## config.mk

```make
export PLATFORM = sky130hd
export DESIGN_NAME = lin_sync_resync
export DESIGN_NICKNAME = d
export VERILOG_FILES = /design/src/rtl/lsr_pkg.sv /design/src/rtl/lsr_edge_meas.sv /design/src/rtl/lsr_div_eval.sv /design/src/rtl/lsr_div_bank.sv /design/src/rtl/lin_sync_resync.sv
export SDC_FILE = /design/constraint.sdc
export NUM_CORES = 1
export LEC_CHECK = 0
export BUFFER_PORTS_ARGS = -buffer_cell sky130_fd_sc_hd__buf_2
export CAP_MARGIN = 20
export CORE_MARGIN = 5
export CORE_UTILIZATION = 60
export DETAILED_ROUTE_END_ITERATION = 8
export GPL_ROUTABILITY_DRIVEN = 0
export PLACE_DENSITY_LB_ADDON = 0.05
export RECOVER_POWER = 50
export SYNTH_ARGS = -nofsm -noshare
export SYNTH_HDL_FRONTEND = slang
export SYNTH_SLANG_ARGS = --single-unit
```

## constraint.sdc

```tcl
create_clock -name clk_i -period 7.6 [get_ports clk_i]
set_input_delay 0.76 -clock clk_i [delete_from_list [all_inputs] [get_ports clk_i]]
set_output_delay 0.76 -clock clk_i [all_outputs]
set_load 0.03 [all_outputs]
```

## src/rtl/lsr_pkg.sv

```systemverilog
`timescale 1ns/1ps
package lsr_pkg;
  typedef enum logic [1:0] {
    ST_IDLE  = 2'd0,
    ST_ARMED = 2'd1,
    ST_COUNT = 2'd2
  } meas_st_e;
endpackage

```

## src/rtl/lsr_edge_meas.sv

```systemverilog
`timescale 1ns/1ps
module lsr_edge_meas
  import lsr_pkg::*;
#(
  parameter int CNT_W = 19,
  parameter int EDGES = 5
) (
  input  logic             clk_i,
  input  logic             rst_ni,
  input  logic             rx_i,
  input  logic             en_i,
  input  logic             brk_i,
  input  logic             abort_i,
  output logic             busy_o,
  output logic             fin_o,
  output logic             sat_o,
  output logic [CNT_W-1:0] sm_o
);
  localparam int EC_W = $clog2(EDGES + 1);
  localparam logic [CNT_W-1:0] CNT_MAX = {CNT_W{1'b1}};
  localparam logic [EC_W-1:0]  LAST_EDGE = EC_W'(EDGES - 1);

  meas_st_e         st_q;
  logic             rx_q;
  logic [CNT_W-1:0] cnt_q;
  logic [EC_W-1:0]  edge_q;
  logic             fall, start, last_fall, cnt_full;

  assign fall      = rx_q & ~rx_i;
  assign start     = brk_i & en_i;
  assign last_fall = fall && (edge_q == LAST_EDGE);
  assign cnt_full  = (cnt_q == CNT_MAX);

  always_ff @(posedge clk_i or negedge rst_ni) begin
    if (!rst_ni) begin
      rx_q   <= 1'b1;
      st_q   <= ST_IDLE;
      cnt_q  <= '0;
      edge_q <= '0;
    end else begin
      rx_q <= rx_i;
      if (abort_i) begin
        st_q <= ST_IDLE;
      end else if (start) begin
        st_q   <= ST_ARMED;
        cnt_q  <= '0;
        edge_q <= '0;
      end else begin
        unique case (st_q)
          ST_ARMED: if (fall) begin
            st_q   <= ST_COUNT;
            cnt_q  <= CNT_W'(1);
            edge_q <= EC_W'(1);
          end
          ST_COUNT: begin
            if (last_fall || cnt_full) begin
              st_q <= ST_IDLE;
            end else begin
              cnt_q <= cnt_q + 1'b1;
              if (fall) edge_q <= edge_q + 1'b1;
            end
          end
          default: st_q <= ST_IDLE;
        endcase
      end
    end
  end

  assign busy_o = (st_q != ST_IDLE);
  assign fin_o  = (st_q == ST_COUNT) && last_fall && !abort_i && !start;
  assign sat_o  = (st_q == ST_COUNT) && !last_fall && cnt_full && !abort_i && !start;
  assign sm_o   = cnt_q;

  // counter must never wrap back into a running measurement
  assert_no_wrap_R7 : assert property (@(posedge clk_i) disable iff (!rst_ni)
    (st_q == ST_COUNT && cnt_full) |=> (st_q != ST_COUNT));
endmodule

```

## src/rtl/lsr_div_eval.sv

```systemverilog
`timescale 1ns/1ps
module lsr_div_eval #(
  parameter int CNT_W      = 19,
  parameter int DIV_W      = 16,
  parameter int FRAC_W     = 4,
  parameter int MEAS_SHIFT = 7,
  parameter int DEV_NUM    = 19
) (
  input  logic [CNT_W-1:0] sm_i,
  input  logic [DIV_W-1:0] nom_i,
  output logic [DIV_W-1:0] raw_o,
  output logic             bad_o,
  output logic             dev_o
);
  localparam int SH    = MEAS_SHIFT - FRAC_W;
  localparam int EXT_W = CNT_W + DIV_W;
  localparam int CMP_W = DIV_W + MEAS_SHIFT + 2;
  localparam logic [EXT_W-1:0] RND = EXT_W'(1) << (SH - 1);

  logic [EXT_W-1:0] sum, quo;
  logic [DIV_W-1:0] diff;
  logic [CMP_W-1:0] lhs, rhs;
  logic             ovf, zero_int;

  always_comb begin
    sum      = EXT_W'(sm_i) + RND;
    quo      = sum >> SH;
    ovf      = |quo[EXT_W-1:DIV_W];
    raw_o    = quo[DIV_W-1:0];
    zero_int = (raw_o[DIV_W-1:FRAC_W] == '0);
    diff     = (raw_o >= nom_i) ? (raw_o - nom_i) : (nom_i - raw_o);
    lhs      = CMP_W'(diff) << MEAS_SHIFT;
    rhs      = CMP_W'(nom_i) * CMP_W'(DEV_NUM);
    dev_o    = (lhs >= rhs);
    bad_o    = ovf | zero_int;
  end
endmodule

```

## src/rtl/lsr_div_bank.sv

```systemverilog
`timescale 1ns/1ps
module lsr_div_bank #(
  parameter int DIV_W = 16
) (
  input  logic             clk_i,
  input  logic             rst_ni,
  input  logic             en_i,
  input  logic             busy_i,
  input  logic             fin_i,
  input  logic             sat_i,
  input  logic             bad_i,
  input  logic             dev_i,
  input  logic             reload_i,
  input  logic [DIV_W-1:0] raw_i,
  input  logic [DIV_W-1:0] nom_div_i,
  output logic [DIV_W-1:0] nom_o,
  output logic [DIV_W-1:0] div_o,
  output logic             done_o,
  output logic             err_o
);
  logic [DIV_W-1:0] nom_q, meas_q;
  logic             tuned_q, done_q, err_q, upd;

  assign upd = fin_i & ~bad_i & ~dev_i;

  always_ff @(posedge clk_i or negedge rst_ni) begin
    if (!rst_ni) begin
      nom_q   <= '0;
      meas_q  <= '0;
      tuned_q <= 1'b0;
      done_q  <= 1'b0;
      err_q   <= 1'b0;
    end else begin
      if (!busy_i) nom_q <= nom_div_i;
      if (upd) meas_q <= raw_i;
      if (upd)           tuned_q <= 1'b1;
      else if (reload_i) tuned_q <= 1'b0;
      done_q <= fin_i | sat_i;
      err_q  <= sat_i | (fin_i & (bad_i | dev_i));
    end
  end

  assign nom_o  = nom_q;
  assign div_o  = (en_i && tuned_q) ? meas_q : nom_q;
  assign done_o = done_q;
  assign err_o  = err_q;

  // rejected result leaves the active divider untouched
  assert_err_keeps_div_R5 : assert property (@(posedge clk_i) disable iff (!rst_ni)
    (err_q && en_i && $past(en_i) && !$past(reload_i)) |-> $stable(div_o));
endmodule

```

## src/rtl/lin_sync_resync.sv

```systemverilog
`timescale 1ns/1ps
module lin_sync_resync #(
  parameter int CNT_W      = 19,
  parameter int MANT_W     = 12,
  parameter int FRAC_W     = 4,
  parameter int EDGES      = 5,
  parameter int MEAS_SHIFT = 7,
  parameter int DEV_NUM    = 19,
  localparam int DIV_W     = MANT_W + FRAC_W
) (
  input  logic             clk_i,
  input  logic             rst_ni,
  input  logic             rx_i,
  input  logic             resync_en_i,
  input  logic             brk_det_i,
  input  logic [DIV_W-1:0] nom_div_i,
  input  logic             frame_done_i,
  input  logic             err_idle_i,
  output logic [DIV_W-1:0] div_o,
  output logic             meas_busy_o,
  output logic             meas_done_o,
  output logic             hdr_err_o
);
  logic             busy, fin, sat, bad, dev;
  logic [CNT_W-1:0] sm;
  logic [DIV_W-1:0] raw, nom;

  lsr_edge_meas #(.CNT_W(CNT_W), .EDGES(EDGES)) u_meas (
    .clk_i   (clk_i),
    .rst_ni  (rst_ni),
    .rx_i    (rx_i),
    .en_i    (resync_en_i),
    .brk_i   (brk_det_i),
    .abort_i (err_idle_i),
    .busy_o  (busy),
    .fin_o   (fin),
    .sat_o   (sat),
    .sm_o    (sm)
  );

  lsr_div_eval #(
    .CNT_W(CNT_W), .DIV_W(DIV_W), .FRAC_W(FRAC_W),
    .MEAS_SHIFT(MEAS_SHIFT), .DEV_NUM(DEV_NUM)
  ) u_eval (
    .sm_i  (sm),
    .nom_i (nom),
    .raw_o (raw),
    .bad_o (bad),
    .dev_o (dev)
  );

  lsr_div_bank #(.DIV_W(DIV_W)) u_bank (
    .clk_i     (clk_i),
    .rst_ni    (rst_ni),
    .en_i      (resync_en_i),
    .busy_i    (busy),
    .fin_i     (fin),
    .sat_i     (sat),
    .bad_i     (bad),
    .dev_i     (dev),
    .reload_i  (frame_done_i | err_idle_i),
    .raw_i     (raw),
    .nom_div_i (nom_div_i),
    .nom_o     (nom),
    .div_o     (div_o),
    .done_o    (meas_done_o),
    .err_o     (hdr_err_o)
  );

  assign meas_busy_o = busy;

  assert_done_ends_busy_R3 : assert property (@(posedge clk_i) disable iff (!rst_ni)
    meas_done_o |-> ($past(meas_busy_o) && !meas_busy_o));

  assert_err_with_done_R5 : assert property (@(posedge clk_i) disable iff (!rst_ni)
    hdr_err_o |-> meas_done_o);

  assert_idle_when_off_R2 : assert property (@(posedge clk_i) disable iff (!rst_ni)
    (!resync_en_i && !meas_busy_o) |=> !meas_busy_o);
endmodule

```

# Word level (Yosys, flattened, before mapping)
# Cells that the tools add are included.
# totals
ff_bits,60
in_bits,23
# op_classes
reduce_logical,21
n_mul,1
n_mux,18
eq_ne,9
order_cmp,2
addsub,5
bitwise,14
# op_table
operator,n
$mux W19,3
$pmux W19 S2,1
$mux W16,2
$sub A16 B16 Y16,2
$ge A23 B21 Y1,1
$mul A16 B5 Y21 const B,1
$add A19 B3 Y20 const B,1
$add A19 B1 Y19 const B,1
$eq A19 B19 Y1 const B,1
$ge A16 B16 Y1,1
$reduce_or A16 Y1,1
$logic_not A12 Y1,1
$mux W3,4
$logic_and A1 B1 Y1,9
$mux W2,4
$ne A4 B2 Y1 const B,2
$ne A3 B1 Y1 const B,2
$pmux W3 S2,1
$and A1 B1 Y1,5
$or A1 B1 Y1,5
$reduce_and A5 Y1,1
$not A1 Y1,4
$pmux W2 S2,1
$reduce_and A4 Y1,1
other kinds (11),15

# Logic depth before layout (Yosys ltp)
# logic_depth
word_depth,9
mapped_depth,26
depth_no_buf,22

# Modules after synthesis
# From an unflattened synthesis, not the netlist that was laid out.
# unflattened
cells_unflattened,724
area_unflattened_um2,6487.5
# by_module_without_submodules
mod,seq_area_each_um2,cells_each,area_each_um2,instances
lsr_div_eval,0.0,472,3548.4,1
lsr_div_bank,875.8,94,1495.2,1
lsr_edge_meas,626.9,157,1437.6,1
lin_sync_resync,0.0,1,6.3,1

# Least setup slack after synthesis
# Ideal clock, no wire load.
# synth_timing
path_type,reg2reg
from,register u_meas.cnt_q[5] (netlist: u_meas.sm_o[5])
to,register u_bank.meas_q[10]
path_buffers,5
path_slack_ns,1.732
path_stages_with_launch,26
synth_period_minus_slack_ns,5.868
arrival_time_ns,5.742
t_required_ns,7.475
setup_time_ns,0.125
cell_sequence,dfrtp_1 -> clkbuf_2 -> nand4_1 -> nor4_2 -> nand3_1 -> xnor2_1 -> ha_1 -> clkbuf_1 -> and3_1 -> nor3b_1 -> a211oi_1 -> a21oi_1 -> clkbuf_1 -> buf_2 -> a21oi_1 -> a41oi_1 -> xnor2_1 -> ha_1 -> and3_1 -> o21ai_0 -> a31o_2 -> a21oi_1 -> a211o_1 -> a2111oi_4 -> buf_6 -> mux2_4
# synth_via
elab_chain_cells,6
elab_cells_between_ends,13
classes_between,add/sub: 3; order compare: 2; mux: 1; bitwise: 5; reduce/logical: 2
# synth_rtl
element,line_no,source
"start, declared",lsr_edge_meas.sv:25,logic [CNT_W-1:0] cnt_q;
"start signal, assigned",lsr_edge_meas.sv:59,cnt_q <= cnt_q + 1'b1;
$add A19 B3 Y20 *,lsr_div_eval.sv:26,sum = EXT_W'(sm_i) + RND;
net raw[12],lin_sync_resync.sv:26,"logic [DIV_W-1:0] raw, nom;"
$sub A16 B16 Y16 (tied with other cells),lsr_div_eval.sv:31,diff = (raw_o >= nom_i) ? (raw_o - nom_i) : (nom_i - raw_o);
$mux W16 or $or A1 B1 Y1 (tied branches),"lsr_div_eval.sv:31, lsr_div_eval.sv:35",
$ge A23 B21 Y1 or $not A1 Y1 (tied branches),"lsr_div_eval.sv:34, lsr_div_bank.sv:24",
$not A1 Y1 or $and A1 B1 Y1 (tied branches),lsr_div_bank.sv:24,assign upd = fin_i & ~bad_i & ~dev_i;
$and A1 B1 Y1 *,lsr_div_bank.sv:24,
"end signal, assigned",lsr_div_bank.sv:35,if (upd) meas_q <= raw_i;
"end, declared",lsr_div_bank.sv:21,"logic [DIV_W-1:0] nom_q, meas_q;"
# The timed path passes the listed nets; every way through them passes the cells marked *.
# A chain may end at the register's enable or synchronous reset.

# Final worst setup path
# layout_timing
from,register u_meas.cnt_q[5] (netlist: u_meas.sm_o[5])
to,register u_bank.meas_q[1]
# Same word-level chain as after synthesis.

==> results.json <==
{
  "wire_per_inst_um": 17.5,
  "power.density_nw_per_um2": 185,
  "final_common_cell": "ha_1",
  "cts_tree": "yes",
  "cts.sinks": 60,
  "cts_made_buffers": 9,
  "status": "complete, but fails checks",
  "vdd_drop_max_uv": 132,
  "ys.flop_type": "dfrtp_1",
  "antenna_found_initial": 0,
  "worstPathMaxFanout": 23,
  "min_period_over_period": 0.882,
  "ys_warn_count": 0,
  "maxSlewViolCount": 61,
  "dieArea_sq_um": 13000,
  "finalSetupTns_ns": 0,
  "cts_setup_buffers": 0,
  "hold_viol": 0,
  "fmax_mhz": 149,
  "worstPathRequired_ns": 7.84,
  "die_h_um": 114,
  "diodes": 0,
  "start_util": 0.605,
  "synthDistinctLibCells": 61,
  "drt_iter0_markers": 322,
  "violations": "capacitance limit, slew limit",
  "slew_headroom": -1.15,
  "cts_buffer_depth": 2,
  "wl_um": 16200,
  "coreArea_sq_um": 10700,
  "hpwl_um": 12900,
  "grt_usage": 0.263,
  "hold_buffers": 0,
  "final_nets": 910,
  "crit_arrival_ns": 6.94,
  "synth_fp_nets": 886,
  "grt_pass1_wl_um": 27300,
  "rsz0062_at_grt": "false",
  "ys_seq_area_frac": 0.231,
  "final_util": 0.647,
  "drive_above_1_share": 0.141,
  "clk_pin_slew_worst_paths_ns": 0.07,
  "dieWidth_um": 114,
  "port_buffers": 41,
  "synth_cells": 760,
  "vias": 5484,
  "fin_skew_ns": 0.00802,
  "startpoint_type": "flip-flop",
  "grt_overflow_total": 0,
  "async_flop_share": 1.00,
  "grt_pass1_vias": 5584,
  "areaGrowthSynthToFinish_pct": 7.01,
  "vias_per_cell": 5.90,
  "setup_viol": 0,
  "placed_area_sq_um": 6760,
  "worst-setup-path-type": "flip-flop to flip-flop",
  "final-seq-area_sq_um": 1500,
  "dr.pass1.iters": 5,
  "min_path_type": "flip-flop to flip-flop",
  "insertion_delay_ns": 0.35,
  "cts_resized": 0,
  "grt_max_degree": 61,
  "syn_avg_cell_area_sq_um": 8.55,
  "pin_count": 42,
  "num-fill-cells": 960,
  "synth-seq-cells": 60,
  "synth-edff-count": 0,
  "p_leak_nw": 3.35,
  "final_area_sq_um": 6950,
  "tightest_slew_ns": 3.22,
  "syn_area_sq_um": 6500,
  "num_rows": 38,
  "drcViolationCount": 0,
  "ant_nets": 0,
  "root_buffer": "clkbuf_8",
  "multi_input_area_sq_um": 4540,
  "fin_crit_ns": 6.70,
  "final_cell_mix": "ha_1, inv_1, dfrtp_1",
  "critPathCaptureType": "flip-flop",
  "htree_levels": 3,
  "cap_viol_max_count": 1
}
[synthesized netlist by cell type (14+ instances only)]
cell type,instances,area (sq um)
a21oi_1,56,280
xor2_1,29,254
clkbuf_1,15,56.3
dfrtp_1,59,1480
mux2_2,25,282
nand3_1,24,120
nor3_1,18,90.1
ha_1,89,1110
inv_1,82,308
o21ai_0,52,260
fa_1,14,280
nand2_1,56,210
xnor2_1,30,263
nor2_1,46,173
[worst max-delay path, stage by stage, from the launching register on]
cell	delay, ns
dfrtp_1	0.47
nand4_1	0.32
nor3_1	0.72
xnor2_1	0.24
ha_1	0.54
nand4_1	0.28
a211oi_1	0.32
o211ai_1	0.20
a21oi_2	0.15
buf_4	0.27
nor2_1	0.08
a31oi_1	0.32
a41oi_1	0.19
xnor2_1	0.18
ha_1	0.32
and3_1	0.16
o21ai_0	0.25
nand2_1	0.09
nand4_1	0.09
o21ai_0	0.16
a211o_1	0.32
a2111oi_4	0.19
buf_4	0.33
mux2_2	0.37
[layer usage]
layer  part of all wire  routed length [um]  vias up  global-route usage
met3              0.041                 664       37              0.0439
li1                   -                   -     2692                   -
met4              0.032                 525        0              0.0974
met5                  0                   0        -                   0
met2               0.50                8080      137               0.453
met1               0.43                6960     2618               0.331
[state kept, by name (all words and copies together) (netlist names)]
register        flops
u_bank.err_o        1
u_bank.nom_o       16
u_meas.edge_q       3
u_bank.tuned_q      1
u_bank.done_o       1
u_meas.sm_o        19
u_bank.meas_q      16
u_meas.rx_q         1
u_meas.st_q         2
[final timing paths]
kind | start | to | slack (ns) | cells after the start
setup / recovery | u_meas.sm_o[5]$_DFFE_PN0P_ | u_bank.meas_q[1]$_DFFE_PN0P_ | 0.90 | 23
max in group asynchronous | rst_ni | u_bank.nom_o[15]$_DFFE_PN0N_ | 4.21 | 2
setup reg to reg | u_meas.sm_o[5]$_DFFE_PN0P_ | u_bank.meas_q[1]$_DFFE_PN0P_ | 0.90 | 23
hold reg to reg | u_bank.tuned_q$_DFFE_PN0P_ | u_bank.tuned_q$_DFFE_PN0P_ | 0.48 | 1
min in group asynchronous | rst_ni | u_meas.sm_o[3]$_DFFE_PN0P_ | 1.58 | 2
hold / removal | u_bank.tuned_q$_DFFE_PN0P_ | u_bank.tuned_q$_DFFE_PN0P_ | 0.48 | 1
[per-stage QoR]
stage	power [mW]	cells	hold slack, ns	setup slack, ns
2_1_floorplan	0.834	760	0.449	1.73
3_3_place_gp	0.969	913	0.466	1.40
3_5_place_dp	0.988	913	0.470	1.17
4_1_cts	1.29	929	0.486	1.07
5_1_grt	1.41	929	0.488	0.471
6_report	1.29	929	0.482	0.900
[where the power goes]
group | total, mW | internal [mW] | switching, mW
Combinational | 0.639 | 0.268 | 0.372
Sequential | 0.350 | 0.329 | 0.0210
Clock | 0.299 | 0.168 | 0.131
Total | 1.29 | 0.765 | 0.524
[kinds of logic after synthesis]
| logic type | after synthesis | synth area share |
|---|---|---|
| mux | 37 | 0.0688 |
| flops | 60 | 0.231 |
| fa+ha+maj | 103 | 0.215 |
| xor+xnor | 60 | 0.0820 |
| simple gates | 201 | 0.154 |
| buf+inv | 114 | 0.0711 |
| compound gates | 185 | 0.178 |
[layout make-up]
| cell class | count | area share |
|---|---|---|
| Clock inverter | 4 | 0.00684 |
| Inverter | 82 | 0.0443 |
| Sequential cell | 60 | 0.216 |
| Clock buffer | 12 | 0.0223 |
| Timing Repair Buffer | 45 | 0.0328 |
| Multi-Input combinational cell | 586 | 0.652 |
| Tap cell | 140 | 0.0252 |
No activity file was read; power rests on OpenSTA's default activity.
